`src/rtl/wfr_pkg.sv`:
```
package wfr_pkg;

    localparam int unsigned WORD_W_DEF = 32;

    // framer emission phase
    typedef enum logic [2:0] {
        FP_SOF_DLM,
        FP_SOF_CTL,
        FP_DATA,
        FP_ESC,
        FP_EOF_DLM,
        FP_EOF_CTL
    } fr_phase_e;

    // deframer line state
    typedef enum logic [1:0] {
        DM_IDLE,
        DM_IN,
        DM_DROP
    } df_mode_e;

endpackage

```
`src/rtl/wfr_parity.sv`:
```
module wfr_parity #(
    parameter int unsigned W = 32
) (
    input  logic [W-1:0] word,
    output logic         odd
);
    assign odd = ^word;
endmodule

```
`src/rtl/wfr_framer.sv`:
```
module wfr_framer
    import wfr_pkg::*;
#(
    parameter int unsigned W   = 32,
    parameter logic [W-1:0] DELIM = 32'hDEADBEEF,
    parameter logic [W-1:0] SOF   = 32'h00000001,
    parameter logic [W-1:0] EOF   = 32'h00000002
) (
    input  logic         clk,
    input  logic         rst_n,
    input  logic [W-1:0] s_data,
    input  logic         s_valid,
    input  logic         s_last,
    output logic         s_ready,
    output logic [W-1:0] tx_word,
    output logic         tx_par,
    output logic         tx_valid,
    input  logic         tx_ready
);

    typedef struct packed {
        fr_phase_e ph;
        logic      last;
    } fr_st_t;

    fr_st_t st_q, st_d;

    always_comb begin
        st_d     = st_q;
        tx_word  = DELIM;
        tx_valid = 1'b0;
        s_ready  = 1'b0;
        case (st_q.ph)
            FP_SOF_DLM: begin
                tx_valid = s_valid;
                if (s_valid && tx_ready) st_d.ph = FP_SOF_CTL;
            end
            FP_SOF_CTL: begin
                tx_word  = SOF;
                tx_valid = 1'b1;
                if (tx_ready) st_d.ph = FP_DATA;
            end
            FP_DATA: begin
                tx_word  = s_data;
                tx_valid = s_valid;
                s_ready  = tx_ready;
                if (s_valid && tx_ready) begin
                    st_d.last = s_last;
                    if (s_data == DELIM) st_d.ph = FP_ESC;
                    else if (s_last)     st_d.ph = FP_EOF_DLM;
                end
            end
            FP_ESC: begin
                tx_valid = 1'b1;
                if (tx_ready) st_d.ph = st_q.last ? FP_EOF_DLM : FP_DATA;
            end
            FP_EOF_DLM: begin
                tx_valid = 1'b1;
                if (tx_ready) st_d.ph = FP_EOF_CTL;
            end
            FP_EOF_CTL: begin
                tx_word  = EOF;
                tx_valid = 1'b1;
                if (tx_ready) st_d.ph = FP_SOF_DLM;
            end
            default: st_d.ph = FP_SOF_DLM;
        endcase
    end

    always_ff @(posedge clk) begin
        if (!rst_n) begin
            st_q.ph   <= FP_SOF_DLM;
            st_q.last <= 1'b0;
        end else begin
            st_q <= st_d;
        end
    end

    wfr_parity #(.W(W)) u_par (.word(tx_word), .odd(tx_par));


    data_pass_chk: assert property (@(posedge clk) disable iff (!rst_n)
        (s_valid && s_ready) |-> (tx_valid && tx_ready && tx_word == s_data));


    esc_repeat_chk: assert property (@(posedge clk) disable iff (!rst_n)
        (s_valid && s_ready && s_data == DELIM) |=> (tx_valid && tx_word == DELIM && !s_ready));


    eof_follow_chk: assert property (@(posedge clk) disable iff (!rst_n)
        (s_valid && s_ready && s_last && s_data != DELIM) |=> (tx_valid && tx_word == DELIM && !s_ready));

endmodule

```
`src/rtl/wfr_deframer.sv`:
```
module wfr_deframer
    import wfr_pkg::*;
#(
    parameter int unsigned W   = 32,
    parameter logic [W-1:0] DELIM = 32'hDEADBEEF,
    parameter logic [W-1:0] SOF   = 32'h00000001,
    parameter logic [W-1:0] EOF   = 32'h00000002
) (
    input  logic         clk,
    input  logic         rst_n,
    input  logic [W-1:0] rx_word,
    input  logic         rx_par,
    input  logic         rx_valid,
    output logic [W-1:0] m_data,
    output logic         m_valid,
    output logic         m_last,
    output logic         m_empty,
    output logic         par_err,
    output logic         proto_err
);

    typedef struct packed {
        df_mode_e     mode;
        logic         esc;
        logic         pend_vld;
        logic [W-1:0] pend;
        logic         m_valid;
        logic [W-1:0] m_data;
        logic         m_last;
        logic         m_empty;
        logic         par_err;
        logic         proto_err;
    } df_st_t;

    df_st_t st_q, st_d;
    logic   rx_odd;
    logic   is_dlm;
    logic   take_data;
    logic   bad;

    wfr_parity #(.W(W)) u_chk (.word(rx_word), .odd(rx_odd));

    assign is_dlm = (rx_word == DELIM);

    always_comb begin
        st_d           = st_q;
        st_d.m_valid   = 1'b0;
        st_d.m_last    = 1'b0;
        st_d.m_empty   = 1'b0;
        st_d.par_err   = 1'b0;
        st_d.proto_err = 1'b0;
        take_data      = 1'b0;
        bad            = 1'b0;
        if (rx_valid) begin
            st_d.par_err = rx_odd ^ rx_par;
            if (st_q.esc) begin
                st_d.esc = 1'b0;
                if (is_dlm) begin
                    take_data = 1'b1;
                end else if (rx_word == SOF) begin
                    if (st_q.mode == DM_IN) begin
                        bad = 1'b1;
                    end else begin
                        st_d.mode     = DM_IN;
                        st_d.pend_vld = 1'b0;
                    end
                end else if (rx_word == EOF) begin
                    if (st_q.mode == DM_IN) begin
                        if (st_q.pend_vld) begin
                            st_d.m_valid = 1'b1;
                            st_d.m_data  = st_q.pend;
                            st_d.m_last  = 1'b1;
                        end else begin
                            st_d.m_empty = 1'b1;
                        end
                        st_d.pend_vld = 1'b0;
                        st_d.mode     = DM_IDLE;
                    end else begin
                        bad = 1'b1;
                    end
                end else begin
                    bad = 1'b1;
                end
            end else if (is_dlm) begin
                st_d.esc = 1'b1;
            end else begin
                take_data = 1'b1;
            end

            if (take_data) begin
                if (st_q.mode == DM_IN) begin
                    if (st_q.pend_vld) begin
                        st_d.m_valid = 1'b1;
                        st_d.m_data  = st_q.pend;
                    end
                    st_d.pend     = rx_word;
                    st_d.pend_vld = 1'b1;
                end else begin
                    bad = 1'b1;
                end
            end

            if (bad && st_q.mode != DM_DROP) begin
                st_d.proto_err = 1'b1;
                st_d.mode      = DM_DROP;
                st_d.pend_vld  = 1'b0;
            end
        end
    end

    always_ff @(posedge clk) begin
        if (!rst_n) begin
            st_q.mode      <= DM_IDLE;
            st_q.esc       <= 1'b0;
            st_q.pend_vld  <= 1'b0;
            st_q.pend      <= '0;
            st_q.m_valid   <= 1'b0;
            st_q.m_data    <= '0;
            st_q.m_last    <= 1'b0;
            st_q.m_empty   <= 1'b0;
            st_q.par_err   <= 1'b0;
            st_q.proto_err <= 1'b0;
        end else begin
            st_q <= st_d;
        end
    end

    assign m_data    = st_q.m_data;
    assign m_valid   = st_q.m_valid;
    assign m_last    = st_q.m_last;
    assign m_empty   = st_q.m_empty;
    assign par_err   = st_q.par_err;
    assign proto_err = st_q.proto_err;


    beat_src_chk: assert property (@(posedge clk) disable iff (!rst_n)
        m_valid |-> $past(rx_valid));


    empty_src_chk: assert property (@(posedge clk) disable iff (!rst_n)
        m_empty |-> ($past(rx_valid) && $past(rx_word) == EOF && !m_valid));


    par_src_chk: assert property (@(posedge clk) disable iff (!rst_n)
        par_err |-> $past(rx_valid));


    drop_quiet_chk: assert property (@(posedge clk) disable iff (!rst_n)
        proto_err |=> (!proto_err && !m_valid && !m_empty));

endmodule

```
`src/rtl/wfr_codec.sv`:
```
module wfr_codec
    import wfr_pkg::*;
#(
    parameter int unsigned W     = WORD_W_DEF,
    parameter logic [W-1:0] DELIM = 32'hDEADBEEF,
    parameter logic [W-1:0] SOF   = 32'h00000001,
    parameter logic [W-1:0] EOF   = 32'h00000002
) (
    input  logic         clk,
    input  logic         rst_n,
    input  logic [W-1:0] s_data,
    input  logic         s_valid,
    input  logic         s_last,
    output logic         s_ready,
    output logic [W-1:0] tx_word,
    output logic         tx_par,
    output logic         tx_valid,
    input  logic         tx_ready,
    input  logic [W-1:0] rx_word,
    input  logic         rx_par,
    input  logic         rx_valid,
    output logic [W-1:0] m_data,
    output logic         m_valid,
    output logic         m_last,
    output logic         m_empty,
    output logic         par_err,
    output logic         proto_err
);

    wfr_framer #(.W(W), .DELIM(DELIM), .SOF(SOF), .EOF(EOF)) u_tx (
        .clk      (clk),
        .rst_n    (rst_n),
        .s_data   (s_data),
        .s_valid  (s_valid),
        .s_last   (s_last),
        .s_ready  (s_ready),
        .tx_word  (tx_word),
        .tx_par   (tx_par),
        .tx_valid (tx_valid),
        .tx_ready (tx_ready)
    );

    wfr_deframer #(.W(W), .DELIM(DELIM), .SOF(SOF), .EOF(EOF)) u_rx (
        .clk       (clk),
        .rst_n     (rst_n),
        .rx_word   (rx_word),
        .rx_par    (rx_par),
        .rx_valid  (rx_valid),
        .m_data    (m_data),
        .m_valid   (m_valid),
        .m_last    (m_last),
        .m_empty   (m_empty),
        .par_err   (par_err),
        .proto_err (proto_err)
    );

endmodule

```
`config.mk`:
```
export PLATFORM = sky130hd
export DESIGN_NAME = wfr_codec
export DESIGN_NICKNAME = d
export VERILOG_FILES = /design/src/rtl/wfr_pkg.sv /design/src/rtl/wfr_parity.sv /design/src/rtl/wfr_framer.sv /design/src/rtl/wfr_deframer.sv /design/src/rtl/wfr_codec.sv
export SDC_FILE = /design/constraint.sdc
export NUM_CORES = 1
export LEC_CHECK = 0
export ABC_AREA = 1
export BUFFER_PORTS_ARGS = -buffer_cell sky130_fd_sc_hd__buf_4
export CORE_MARGIN = 5
export CORE_UTILIZATION = 45
export CTS_BUF_LIST = sky130_fd_sc_hd__clkbuf_8
export DETAILED_ROUTE_END_ITERATION = 10
export GPL_ROUTABILITY_DRIVEN = 0
export HOLD_SLACK_MARGIN = 0.08
export PLACE_DENSITY = 0.72
export SLEW_MARGIN = 25
export SYNTH_ARGS = -nofsm -noshare
export SYNTH_HDL_FRONTEND = slang
export SYNTH_SLANG_ARGS = --single-unit
```
`constraint.sdc`:
```
create_clock -name clk -period 1.75 [get_ports clk]
set_input_delay 0.175 -clock clk [delete_from_list [all_inputs] [get_ports clk]]
set_output_delay 0.175 -clock clk [all_outputs]
set_load 0.03 [all_outputs]
```
# Word-level counts from Yosys, hierarchy flattened
# Cells that the tools add are included.
# Widths: inputs -> output; s select.
word_totals:
  ff_bits: 77
  in_bits: 71
  out_inout_bits: 72
  word_cells: 106
classes:
  n_eq_ne: 20
  n_mux: 52
  bitwise: 6
  n_reduce_logical: 16
ops:
  columns: ["operator", "n"]
  rows:
  - ["$mux 35", 5]
  - ["$mux 66", 2]
  - ["$pmux 32 s3", 1]
  - ["$eq 32x32->1 const B", 2]
  - ["$reduce_xor 32->1", 2]
  - ["$mux 34", 1]
  - ["$mux 33", 1]
  - ["$eq 32x1->1 const B", 1]
  - ["$eq 32x2->1 const B", 1]
  - ["$mux 1", 24]
  - ["$mux 3", 8]
  - ["$pmux 3 s6", 1]
  - ["$mux 2", 7]
  - ["$ne 2x2->1 const B", 6]
  - ["$reduce_and 7->1", 1]
  - ["$reduce_or 7->1", 1]
  - ["$eq 3x2->1 const B", 2]
  - ["$eq 3x3->1 const B", 2]
  - ["$reduce_and 6->1", 1]
  - ["$reduce_bool 3->1", 2]
  - ["$not 1->1", 5]
  - ["$mux 4", 1]
  - ["$ne 2x1->1 const B", 2]
  - ["$reduce_and 2->1", 2]
  - ["12 further kinds", 13]

# Depth between registers and ports, before layout
logic_depth:
  ltp_word: 12
  ltp_mapped: 16
  ltp_nobuf: 15

# Hierarchy
# Synthesis repeated with hierarchy kept, for this count alone.
unflattened:
  hier_cells: 1043
  area_unflattened_um2: 5675.4
by_module_without_submodules:
  columns: ["mod", "instances", "cells_per_inst", "area_per_inst_um2", "seq_area_each_um2"]
  rows:
  - ["wfr_deframer", 1, 462, 3305.7, 1461.4]
  - ["wfr_parity", 2, 215, 825.8, 0.0]
  - ["wfr_framer", 1, 151, 718.2, 80.1]

# Worst setup path after synthesis
# OpenSTA, ideal clock, no wires.
synth_path:
  path_kind: "register to output"
  startpoint: "reg u_tx.st_q[2] (netlist name)"
  endpoint: "out tx_par"
  arrival_ns: 1.873
  required_ns: 1.575
  slack_ns: -0.298
  stages_incl_launch_ff: 17
  n_path_buf: 2
  path_cell_list: "dfxtp_1 > buf_2 > inv_2 > nand2_1 > nand2_4 > buf_6 > nand2_1 > nand2_1 > nand2_1 > nand2_1 > nand2_1 > nand2_1 > nand2_1 > nand2_1 > nand2_1 > nand2_1 > nand2_1"
synth_via:
  elab_chain_cells: 3
  elab_cells_between_ends: 5
  cone_classes: "eq/ne (3); mux (1); reduce/logical (1)"
synth_rtl:
  columns: ["element", "line", "rtl"]
  rows:
  - ["start, declared", "wfr_framer.sv:26", "fr_st_t st_q, st_d;"]
  - ["start signal, assigned", "wfr_framer.sv:75", "st_q <= st_d;"]
  - ["$eq 3x3->1 (tied with other cells)", "wfr_framer.sv:33", "case (st_q.ph)"]
  - ["$pmux 32 s3 *", "wfr_framer.sv:33", null]
  - ["net tx_word[26]", "wfr_codec.sv:15", "output logic [W-1:0] tx_word,"]
  - ["$reduce_xor 32->1 *", "wfr_parity.sv:7", "assign odd = ^word;"]
  - ["end, declared", "wfr_codec.sv:16", "output logic tx_par,"]
# The timed path passes the listed nets; every way through them passes the cells marked *.

# Worst setup path in the final report
layout_path:
  startpoint: "reg u_tx.st_q[1] (netlist name)"
  endpoint: "out tx_par"
layout_via:
  elab_chain_cells: 3
  elab_cells_between_ends: 5
  cone_classes: "eq/ne (3); mux (1); reduce/logical (1)"
layout_rtl:
  columns: ["element", "line"]
  rows:
  - ["$eq 3x3->1 (tied with other cells)", "wfr_framer.sv:33"]
  - ["$pmux 32 s3 *", "wfr_framer.sv:33"]
  - ["$reduce_xor 32->1 *", "wfr_parity.sv:7"]
# Mark *: on every way between the ends. The rest lies on a longest branch, timed or not.

==> impl_metrics.env <==
export IMPL_crit_required_ns=1.57
export IMPL_grt_usage=0.210
export IMPL_wire_per_inst_um=13.9
export IMPL_worstSetupStartpoint="u_tx.st_q[1]"
export IMPL_finClkSkew_ns=0.00801
export IMPL_stdcell_area_mm2=0.00839
export IMPL_hold_start="rx_word[7]"
export IMPL_grt_pass1_vias=5592
export IMPL_fin_ws_ns=-0.642
export IMPL_die_h_um=120
export IMPL_synthesis_nets=1014
export IMPL_synth_top_cell_area_share=0.282
export IMPL_cts_made_buffers=9
export IMPL_pre_cts_ws_ns=-0.533
export IMPL_path_class="register to output pin"
export IMPL_routed_via_density=4.93
export IMPL_core_region_area_mm2=0.0120
export IMPL_finalSetupViolCount=50
export IMPL_antenna_found_initial=0
export IMPL_cp_arrival_ns=2.22
export IMPL_vdd_ir_drop_max_mv=0.477
export IMPL_pin_count=143
export IMPL_yosysUniqueCellTypes=28
export IMPL_root_buffer="clkbuf_8"
export IMPL_synth_top_area_cell="dfxtp_1"
export IMPL_die_w_um=120
export IMPL_startpoint_type="register"
export IMPL_powerDensity_mw_per_mm2=562
export IMPL_synth_edf_count=0
export IMPL_fin_nets=1224
export IMPL_slowest_delay_ns=0.36
export IMPL_critical_path_cell_chain="nor2_4 -> buf_6 -> buf_6 -> nand3_2 -> nand3_1 -> nand2_2 -> nand2_2 -> inv_1 -> nor2_1 -> nand2_1 -> nand2_1 -> nand2_1 -> nand2_1 -> nand2_1 -> nand2_2 -> buf_6"
export IMPL_period_share=1.37
export IMPL_grt_pass1_wl_um=25000
export IMPL_critPathCaptureType="output pin"
export IMPL_h_tree_depth=3
export IMPL_start_util=0.457
export IMPL_clockBufferDepth=2
export IMPL_cts_sinks=77
export IMPL_clk_latency_ns=0.37
export IMPL_yosysWarnings=0
export IMPL_syn_inst=909
export IMPL_min_period_ns=2.39
export IMPL_yosysSeqAreaShare=0.282
export IMPL_netlist_top_cells_area="dfxtp_1, nand2_1, inv_1, ha_1, nor2_1"
export IMPL_hold_class="input pin to register"
export IMPL_n_antenna_cell=0
export IMPL_status="complete, but fails checks"
export IMPL_synth_seq_cells=77
export IMPL_grt_max_degree=51
export IMPL_r2r_start="u_rx.st_q[71]"
export IMPL_final_core_util=0.701
export IMPL_synthFlopType="dfxtp_1"
export IMPL_placement_io_buffers=142
export IMPL_vias=6269
export IMPL_rr_worst_depth=11
export IMPL_first_iter_violations=361
export IMPL_cts_tree="yes"
export IMPL_crit_end="tx_par"
export IMPL_final_cell_mix="nand2_1, buf_4, inv_1"
export IMPL_rows=40
export IMPL_ff2ff_setup_slack_ns=-0.09
export IMPL_cp_max_fo=7
export IMPL_worstReg2RegEnd="u_rx.m_data[27]"
export IMPL_dpl_instance_area_mm2=0.00719
export IMPL_drt_first_pass_iters=5
export IMPL_crit_slowest_cell="dfxtp_4"
export IMPL_post_route_drc_count=0
export IMPL_cts_hold_buf=0
export IMPL_drv_slew=0
export IMPL_leakage_nw=4.45
export IMPL_grt_overflow_total=0
export IMPL_wl_um=17700
export IMPL_slew_headroom=0.793
export IMPL_fillers=978
export IMPL_drtAntennaViolNets=0
export IMPL_die_area_mm2=0.0145
export IMPL_avgSynthCellArea_um2=6.01
export IMPL_rsz0062_at_grt="true"
export IMPL_worstMarginPinSlew_ns=0.308
export IMPL_crit_top_cell="nand2_1"
export IMPL_failed_checks="setup timing"
export IMPL_syn_area_mm2=0.00547
export IMPL_drv_cap=0
export IMPL_clk_pin_slew_ns=0.08
export IMPL_p_total_mw=4.72
export IMPL_timing_fmax_mhz=418
export IMPL_layout_drive_gt1_share=0.375
export IMPL_syn2layout_area_growth_pct=53.5
export IMPL_layout_commonest_cell="nand2_1"
export IMPL_timing_final_hold_violations=0
export IMPL_dp_hpwl_um=11700
export IMPL_async_flop_share=0
==> metal layers <==
metal	global-route usage	vias to the layer above	routed length, µm
met4	0.0786	0	635
met1	0.253	2844	7010
li1	-	3195	-
met2	0.365	178	9010
met3	0.0477	52	1030
met5	0	-	0
==> Yosys cell counts (2+ instances only) <==
cell type    n
o21ai_0     42
nor4_1       2
nand3b_1     2
nor3_1       6
nand2_1    272
nor2_2       2
xor2_1       4
o21ai_1      3
inv_1      140
nand3_1     71
buf_4       34
ha_1        34
dfxtp_1     77
nor2_1     113
nand4_1     17
inv_2        4
buf_2       10
xnor2_1      9
clkbuf_1    17
a21oi_1     42
==> power breakdown <==
part | total [mW] | switching, mW | internal, mW
clock network | 1.36 | 0.700 | 0.663
logic | 1.57 | 0.891 | 0.683
registers | 1.78 | 0.0124 | 1.77
==> worst min-delay path by stage <==
stage / depth (start not counted) / endpoint / slack [ns]
after global routing: 3 / u_rx.st_q[44] / 0.11
after detailed placement: 2 / u_rx.m_data[30] / 0.45
after floorplan: 2 / u_rx.st_q[59] / 0.32
final: 3 / u_rx.st_q[44] / 0.09
after CTS: 3 / u_rx.st_q[44] / 0.08
after global placement: 2 / u_rx.m_data[30] / 0.44
==> what timing repair did <==
action                     in CTS  in global routing
setup buffers                   1                  9
gates cloned                    2                  9
pin swaps                       7                 31
resized for setup              37                169
setup endpoints to repair      86                101
==> worst max-delay path: cells and delay by family, from the launching register on <==
family	cells	cell delay (ns)
buffers and inverters	4	0.46
DFF	1	0.36
and+or+nand+nor	12	1.03
==> flip-flops by register name, summed over array words and instances, names as in the netlist <==
signal and flops:
u_rx.proto_err 1, u_rx.m_data 32, u_rx.m_last 1, u_tx.st_q 4, u_rx.st_q 36, u_rx.m_empty 1, u_rx.m_valid 1, u_rx.par_err 1
==> cells by family after synthesis <==
family	after synthesis	synth area share
DFF	77	0.282
xor gates and xnor gates	13	0.0208
and+or+nand+nor	489	0.368
adders and majority gates	34	0.0778
AOI/OAI and AO/OA	89	0.0822
buffers and inverters	207	0.169
==> stage by stage <==
stage	instances	setup TNS (ns)	hold slack [ns]
2_1_floorplan	909	-0.150	0.323
3_3_place_gp	1236	-29.44	0.440
3_5_place_dp	1236	-32.61	0.453
4_1_cts	1254	-0.862	0.0809
5_1_grt	1271	-7.27	0.106
6_report	1271	-3.57	0.0908
==> area by class of cell <==
| cell class | count | area, µm² | area share |
|---|---|---|---|
| clock buffer | 9 | 124 | 0.0148 |
| clock inverter | 7 | 73.8 | 0.00880 |
| inverter | 145 | 569 | 0.0679 |
| multi-input combinational | 627 | 3620 | 0.432 |
| sequential | 77 | 1550 | 0.185 |
| tap | 147 | 184 | 0.0219 |
| timing repair buffer | 259 | 2270 | 0.270 |
(Power assumes the default switching activity.)
